File: src/rtl/lp_pkg.sv
package lp_pkg;

  localparam int unsigned ST_W = 3;

  typedef enum logic [ST_W-1:0] {
    ST_NORMAL  = 3'd0,
    ST_HALT    = 3'd1,
    ST_XH_DOWN = 3'd2,
    ST_XHALT   = 3'd3,
    ST_XH_UP   = 3'd4,
    ST_STOPG   = 3'd5,
    ST_SNOOP   = 3'd6,
    ST_SLEEP   = 3'd7
  } lp_state_e;

  // States in which an interrupt strobe is captured
  function automatic logic fn_takes_intr(input lp_state_e st);
    return (st == ST_HALT) || (st == ST_XHALT) ||
           (st == ST_STOPG) || (st == ST_SNOOP);
  endfunction

  // States in which a sleep request is legal
  function automatic logic fn_sleep_legal(input lp_state_e st);
    return (st == ST_STOPG) || (st == ST_SLEEP);
  endfunction

  // Halt target chosen by the extended-halt enable
  function automatic lp_state_e fn_halt_target(input logic c1e);
    return c1e ? ST_XH_DOWN : ST_HALT;
  endfunction

  // Pending-snoop bookkeeping for the detour state
  function automatic logic fn_pend_next(input lp_state_e st,
                                        input logic pend,
                                        input logic start,
                                        input logic done,
                                        input logic sleep);
    logic r;
    case (st)
      ST_STOPG: r = start & ~sleep;
      ST_SNOOP: r = (pend & ~done) | start;
      default:  r = 1'b0;
    endcase
    return r;
  endfunction

endpackage

File: src/rtl/lp_event_flags.sv
module lp_event_flags
  import lp_pkg::*;
(
  input  logic      clk,
  input  logic      rst_n,
  input  lp_state_e state_q,
  input  logic      sleep_req,
  input  logic      snoop_start,
  input  logic      snoop_done,
  input  logic      intr_pulse,
  output logic      pend_d,
  output logic      intr_latched_q,
  output logic      violation_q,
  output logic      ev_bad_sleep,
  output logic      ev_bad_wake
);

  logic pend_q;
  logic intr_take;
  logic viol_d;
  logic intr_d;

  // Event wires kept separate for assertions
  assign ev_bad_sleep = sleep_req & ~fn_sleep_legal(state_q);
  assign ev_bad_wake  = (state_q == ST_SLEEP) & (snoop_start | intr_pulse);
  assign intr_take    = intr_pulse & fn_takes_intr(state_q);

  assign pend_d = fn_pend_next(state_q, pend_q, snoop_start, snoop_done, sleep_req);
  assign viol_d = violation_q | ev_bad_sleep | ev_bad_wake;
  assign intr_d = (state_q == ST_NORMAL) ? 1'b0 : (intr_latched_q | intr_take);

  always_ff @(posedge clk) begin
    if (!rst_n) begin
      pend_q         <= 1'b0;
      intr_latched_q <= 1'b0;
      violation_q    <= 1'b0;
    end else begin
      pend_q         <= pend_d;
      intr_latched_q <= intr_d;
      violation_q    <= viol_d;
    end
  end

  p_viol_sticky_r7: assert property (@(posedge clk) disable iff (!rst_n)
    violation_q |=> violation_q);

  p_bad_sleep_flag_r7: assert property (@(posedge clk) disable iff (!rst_n)
    ev_bad_sleep |=> violation_q);

  p_sleep_no_latch_r8: assert property (@(posedge clk) disable iff (!rst_n)
    (state_q == ST_SLEEP) && !intr_latched_q |=> !intr_latched_q);

  p_intr_clear_r10: assert property (@(posedge clk) disable iff (!rst_n)
    (state_q == ST_NORMAL) |=> !intr_latched_q);

endmodule

File: src/rtl/lp_next_state.sv
module lp_next_state
  import lp_pkg::*;
(
  input  lp_state_e state_q,
  input  logic      stopclk_req,
  input  logic      sleep_req,
  input  logic      snoop_start,
  input  logic      intr_pulse,
  input  logic      halt_stb,
  input  logic      c1e_en,
  input  logic      vf_done,
  input  logic      pend_d,
  output lp_state_e state_d
);

  always_comb begin
    state_d = state_q;
    unique case (state_q)
      ST_NORMAL: begin
        if (stopclk_req)   state_d = ST_STOPG;
        else if (halt_stb) state_d = fn_halt_target(c1e_en);
      end
      ST_HALT: begin
        if (intr_pulse) state_d = ST_NORMAL;
      end
      ST_XH_DOWN: begin
        if (vf_done) state_d = ST_XHALT;
      end
      ST_XHALT: begin
        if (intr_pulse) state_d = ST_XH_UP;
      end
      ST_XH_UP: begin
        if (vf_done) state_d = ST_NORMAL;
      end
      ST_STOPG: begin
        if (sleep_req)                      state_d = ST_SLEEP;
        else if (snoop_start || intr_pulse) state_d = ST_SNOOP;
        else if (!stopclk_req)              state_d = ST_NORMAL;
      end
      ST_SNOOP: begin
        state_d = pend_d ? ST_SNOOP : ST_STOPG;
      end
      ST_SLEEP: begin
        if (!sleep_req) state_d = ST_STOPG;
      end
      default: state_d = ST_NORMAL;
    endcase
  end

endmodule

File: src/rtl/lp_state_ctrl.sv
module lp_state_ctrl
  import lp_pkg::*;
(
  input  logic            clk,
  input  logic            rst_n,
  input  logic            stopclk_req,
  input  logic            sleep_req,
  input  logic            snoop_start,
  input  logic            snoop_done,
  input  logic            intr_pulse,
  input  logic            halt_stb,
  input  logic            c1e_en,
  input  logic            vf_done,
  output logic [ST_W-1:0] state_o,
  output logic            snoop_resp_o,
  output logic            intr_latched_o,
  output logic            vf_lower_o,
  output logic            vf_restore_o,
  output logic            violation_o
);

  lp_state_e state_q;
  lp_state_e state_d;
  logic      pend_d;
  logic      ev_bad_sleep;
  logic      ev_bad_wake;

  lp_event_flags u_flags (
    .clk            (clk),
    .rst_n          (rst_n),
    .state_q        (state_q),
    .sleep_req      (sleep_req),
    .snoop_start    (snoop_start),
    .snoop_done     (snoop_done),
    .intr_pulse     (intr_pulse),
    .pend_d         (pend_d),
    .intr_latched_q (intr_latched_o),
    .violation_q    (violation_o),
    .ev_bad_sleep   (ev_bad_sleep),
    .ev_bad_wake    (ev_bad_wake)
  );

  lp_next_state u_next (
    .state_q     (state_q),
    .stopclk_req (stopclk_req),
    .sleep_req   (sleep_req),
    .snoop_start (snoop_start),
    .intr_pulse  (intr_pulse),
    .halt_stb    (halt_stb),
    .c1e_en      (c1e_en),
    .vf_done     (vf_done),
    .pend_d      (pend_d),
    .state_d     (state_d)
  );

  always_ff @(posedge clk) begin
    if (!rst_n) state_q <= ST_NORMAL;
    else        state_q <= state_d;
  end

  assign state_o      = state_q;
  assign snoop_resp_o = (state_q != ST_SLEEP);
  assign vf_lower_o   = (state_q == ST_XH_DOWN);
  assign vf_restore_o = (state_q == ST_XH_UP);

  p_xhalt_entry_r3: assert property (@(posedge clk) disable iff (!rst_n)
    (state_q == ST_XHALT) |-> ($past(state_q) == ST_XH_DOWN) || ($past(state_q) == ST_XHALT));

  p_xh_down_wait_r3: assert property (@(posedge clk) disable iff (!rst_n)
    (state_q == ST_XH_DOWN) && !vf_done |=> (state_q == ST_XH_DOWN));

  p_sleep_only_stopg_r6: assert property (@(posedge clk) disable iff (!rst_n)
    (state_q == ST_SLEEP) && ($past(state_q) != ST_SLEEP) |-> ($past(state_q) == ST_STOPG));

  p_sleep_holds_r8: assert property (@(posedge clk) disable iff (!rst_n)
    (state_q == ST_SLEEP) && sleep_req |=> (state_q == ST_SLEEP));

  p_bad_wake_flag_r8: assert property (@(posedge clk) disable iff (!rst_n)
    ev_bad_wake |=> violation_o);

  p_bad_sleep_nostate_r7: assert property (@(posedge clk) disable iff (!rst_n)
    ev_bad_sleep |=> (state_q != ST_SLEEP));

  p_snoop_return_r5: assert property (@(posedge clk) disable iff (!rst_n)
    (state_q == ST_SNOOP) |=> (state_q == ST_SNOOP) || (state_q == ST_STOPG));

endmodule

File: config.mk
export PLATFORM = sky130hd
export DESIGN_NAME = lp_state_ctrl
export DESIGN_NICKNAME = d
export VERILOG_FILES = /design/src/rtl/lp_pkg.sv /design/src/rtl/lp_event_flags.sv /design/src/rtl/lp_next_state.sv /design/src/rtl/lp_state_ctrl.sv
export SDC_FILE = /design/constraint.sdc
export NUM_CORES = 1
export LEC_CHECK = 0
export CORE_AREA = 2 2 40 42
export CTS_CLUSTER_SIZE = 40
export DETAILED_ROUTE_END_ITERATION = 12
export DIE_AREA = 0 0 42 44
export PLACE_DENSITY = 0.67
export SYNTH_ARGS = -nofsm -noshare
export SYNTH_HDL_FRONTEND = slang
export SYNTH_SLANG_ARGS = --single-unit
File: constraint.sdc
create_clock -name clk -period 1.67 [get_ports clk]
set_input_delay 0.167 -clock clk [delete_from_list [all_inputs] [get_ports clk]]
set_output_delay 0.167 -clock clk [all_outputs]
set_load 0.02 [all_outputs]
* After elaboration in Yosys (flattened, before gate mapping)
Cells that the tools add are included.
Word-level totals: output and inout port bits 8, input bits 10, logic and storage cells 55, register bits after elaboration 6
Cells by class: mux-type cells 14, equal/unequal tests 15, bitwise logic cells 14, reductions and logical operators 8
Operators by type and width (count):
- 3-bit two-way mux | 10
- 3-bit case mux with 8 select lines | 1
- 3-bit == test (second input constant) | 4
- 2-bit inequality test (second input constant) | 5
- 7-bit AND reduction | 1
- 3-bit by 2-bit == test with 1-bit output (second input constant) | 2
- 3-bit inequality test (second input constant) | 2
- 1-bit bitwise AND | 5
- 1-bit logical OR | 5
- 1-bit OR | 5
- 2-bit two-way mux | 2
- 4-bit by 3-bit inequality test with 1-bit output (second input constant) | 1
- 1-bit NOT | 4
- 3-bit by 1-bit == test with 1-bit output (second input constant) | 1
- 3-bit zero test | 1
- 1-bit case mux with 2 select lines | 1
- 2-bit OR reduction | 1

* Longest topological paths before layout
word-level depth 6, gate-level depth with buffers 5, depth with buffers taken out 4

* Cells and area by module
Synthesis repeated with hierarchy kept, for this count alone.
Second synthesis, totals: cells, all modules 56, area, all modules 450.4 um^2
By module, submodules not included:
- lp_event_flags | area an instance 182.7 um^2, times used 1, seq. area each 60.1 um^2, cells each 22
- lp_next_state | area an instance 168.9 um^2, times used 1, seq. area each 0.0 um^2, cells each 25
- lp_state_ctrl | area an instance 98.8 um^2, times used 1, seq. area each 60.1 um^2, cells each 9

* Least setup slack after synthesis
OpenSTA, ideal clock, no wires.
path kind flip-flop to flip-flop, from register state_q[2] (netlist: state_o[2]), to register state_q[1] (netlist: state_o[1]), required time 1.598 ns, setup slack 0.236 ns, arrival time 1.362 ns, path buffers 1, period minus slack after synthesis 1.434 ns, stages on the path, launching flop included 6, setup time 0.072 ns, cell sequence dfxtp_1 buf_6 and3_4 a22o_4 a221oi_4 mux2i_1
On the way: cells in the longest elaborated chain, start to end 4, elaborated cells between the ends (all ways) 19, those cells by class eq/ne: 14; mux: 3; reduce/logical: 2
Ends and longest elaborated chain:
- start: declaration | RTL line lp_state_ctrl.sv:22 | lp_state_e state_q;
- start signal: assignment | RTL line lp_state_ctrl.sv:58 | else state_q <= state_d;
- 3-bit == test | RTL line lp_pkg.sv:39, lp_next_state.sv:18
- 1-bit case mux with 2 select lines | RTL line lp_pkg.sv:39 | case (st)
- 2-bit two-way mux | RTL line lp_next_state.sv:41 | state_d = pend_d ? ST_SNOOP : ST_STOPG;
- 3-bit case mux with 8 select lines | RTL line lp_next_state.sv:18 | unique case (state_q)
Several ways; a longest one is shown, not always the timed one. A chain may end at the register's enable or synchronous reset.

* Final worst setup path
from register state_q[0] (netlist: state_o[0]), to output state_o[0]
RTL lines:
- end: declaration | RTL line lp_state_ctrl.sv:14 | output logic [ST_W-1:0] state_o,
No word-level cell between the ends.

==> results.cfg <==
[outcome]
status = finished clean

[cts]
clkLatencyLatePin_ps = 240
cts_buffers = 3
cts_htree_levels = 1
cts_setup_buffers = 0
clockBufferDepth = 2
cts.clk_slew.worst_paths_ps = 50
cts_tree = built
cts_sinks = 6
cts_root_buf = clkbuf_4

[critical_path]
path_class = register to primary output
start_kind = register
arrival_ps = 1400
slowest_stage = clkdlybuf4s50_1
worstPathRequired_ps = 1500
cp-end-kind = primary output
cpPeakStageDelay_ps = 600
crit_fanout = 10
crit_chain = buf_4 -> clkdlybuf4s50_1

[synth]
seq_area_frac_synth = 0.259
yosys_warnings = 0
syn_inst = 59
ys_seq_elements = 6
postSynthAreaPerCell_um2 = 7.85
yosysUniqueCellTypes = 27
netlist_area_um2 = 463
syn-num-nets = 69

[hold_path]
min_path_type = register to register

[sta]
worst_slew_pin_slew_ps = 371
fmax_mhz = 638
relSlewSlack = 0.750
min_period_ps = 1570
fin_crit_sh = 0.939
rsz0062_at_grt = no
final.setup_skew_ps = 1.18
final-setup-viol-count = 0
hold_viol = 0
maxSlewViolCount = 0
whs_ps = 506

[detailed_routing]
drc = 0
via_count = 531
drt-initial-drc-count = 20
dr.pass1.iters = 4
viasPerCell = 5.31
wl_per_cell_um = 12.4
totalWireLength_mm = 1.24
postRouteAntennaNets = 0

[pwr]
power_leakage_uw = 0.000311
seq_power_share = 0.251
internal_power_uw = 598
p_sw_frac = 0.420
power.switching_uw = 433
power_density_mw_per_mm2 = 1420
power_uw = 1030
peakVddDrop_uv = 628
combPwrFrac = 0.619
clkPwrFrac = 0.130

[floorplanning]
rows = 14
chipWidth_um = 42
initial_core_util = 0.326
die_height_um = 44
die-area_mm2 = 0.00185
ioPinCount = 18
core_region_area_mm2 = 0.00142

[job]
maxCapViolCount = 0

[grt]
grt_pass1_vias = 463
grt_usage = 0.141
grt_start_max_net_pins = 11
grt-ovfl-total = 0
antenna_found_initial = 0
grt_pass1_wl_mm = 1.90

[finish]
n_fill_cell = 136
diodes = 0
nets = 96
area_growth_pct = 57.0
drive_above_1_share = 0.214

[placement]
dp_hpwl_um = 990
port-buffer-count = 17
routabilityCongestion = 0.799
==> cells in the final DEF (no fill, tap or decap), drive strengths merged, types with 2 or more instances in the layout <==
| cell type | instances |
|---|---|
| clkdlybuf4s50 | 14 |
| buf | 8 |
| nor2 | 6 |
| o21ai | 6 |
| dfxtp | 6 |
| inv | 5 |
| nor3 | 5 |
| nand2 | 4 |
| a21oi | 4 |
| nand2b | 3 |
| clkbuf | 3 |
| mux2i | 2 |
| dlymetal6s2s | 2 |
| a22o | 2 |
==> sequential cells by signal, indices dropped and copies added (netlist names) <==
signal                  count
u_flags.intr_latched_q      1
state_o                     3
u_flags.pend_q              1
u_flags.violation_q         1
==> layer usage <==
layer / GRT usage / part of all wire / vias up
met5: 0 / 0 / -
met4: 0.0774 / 0 / 0
met3: 0.0417 / 0.060 / 0
met2: 0.244 / 0.52 / 19
met1: 0.155 / 0.42 / 246
li1: - / - / 266
==> synth_stat cells (all sizes together) <==
cell type,instances,area [um^2]
a211oi,1,7.51
a21oi,4,20.0
a221oi,1,26.3
a22o,2,26.3
a31o,1,8.76
a31oi,1,6.26
and2,1,6.26
and2b,1,7.51
and3,1,11.3
and4b,1,10.0
buf,3,21.3
dfxtp,6,120
inv,5,18.8
maj3,1,10.0
mux2i,2,20.0
nand2,4,15.0
nand2b,3,18.8
nor2,6,22.5
nor3,5,25.0
o21a,1,7.51
o21ai,6,30.0
o311ai,1,8.76
o41ai,1,8.76
or3,1,6.26
==> power by group through the flow <==
stage / registers [uW] / clock network (uW) / logic [uW]
3_3_place_gp: 252 / 0 / 638
6_report: 259 / 134 / 638
5_1_grt: 262 / 146 / 689
3_5_place_dp: 251 / 0 / 642
2_1_floorplan: 261 / 0 / 383
4_1_cts: 253 / 139 / 641
==> critical path, delay by kind of cell (launching register included) <==
kind | cells | cell delay, ps
buffers and inverters | 2 | 750
flip-flops | 1 | 410
==> through the flow <==
stage	setup TNS, ps	util	std cells	area (um^2)	setup slack [ps]
after floorplan	0	-	59	463	236
after global placement	-55.0	0.488	97	692	-55.0
after detailed placement	-77.6	0.488	97	692	-77.6
after CTS	0	0.504	100	716	19.4
after global routing	0	0.512	100	727	51.4
final	0	0.512	100	727	102
==> cell families after synthesis <==
family,count (synthesis),share of synthesized area
AOI/OAI and AO/OA,19,0.324
adders and majority gates,1,0.0216
buffers and inverters,8,0.0865
DFF,6,0.259
muxes,2,0.0432
and+or+nand+nor,23,0.265
==> final timing paths <==
| check | startpoint | to | slack [ps] | cells past startpoint |
|---|---|---|---|---|
| min | state_o[1] | state_o[1] | 510 | 2 |
| max reg2reg | state_o[2] | state_o[0] | 200 | 5 |
| min reg2reg | state_o[1] | state_o[1] | 510 | 2 |
| max | state_o[0] | state_o[0] | 100 | 2 |
==> what timing repair did <==
item | CTS | global route
pin swaps | 0 | 0
gates resized for setup | 3 | 4
endpoints found under the setup margin | 4 | 4
hold buffers | 0 | 0
==> final cells by class <==
cell class	instances	area (um^2)	share of cell area
Multi-Input combinational cell	45	308	0.423
Clock buffer	3	22.5	0.0310
Sequential cell	6	124	0.170
Inverter	5	18.8	0.0258
Timing Repair Buffer	25	234	0.322
Tap cell	16	20.0	0.0275
Power figures use the tool's default switching activity.
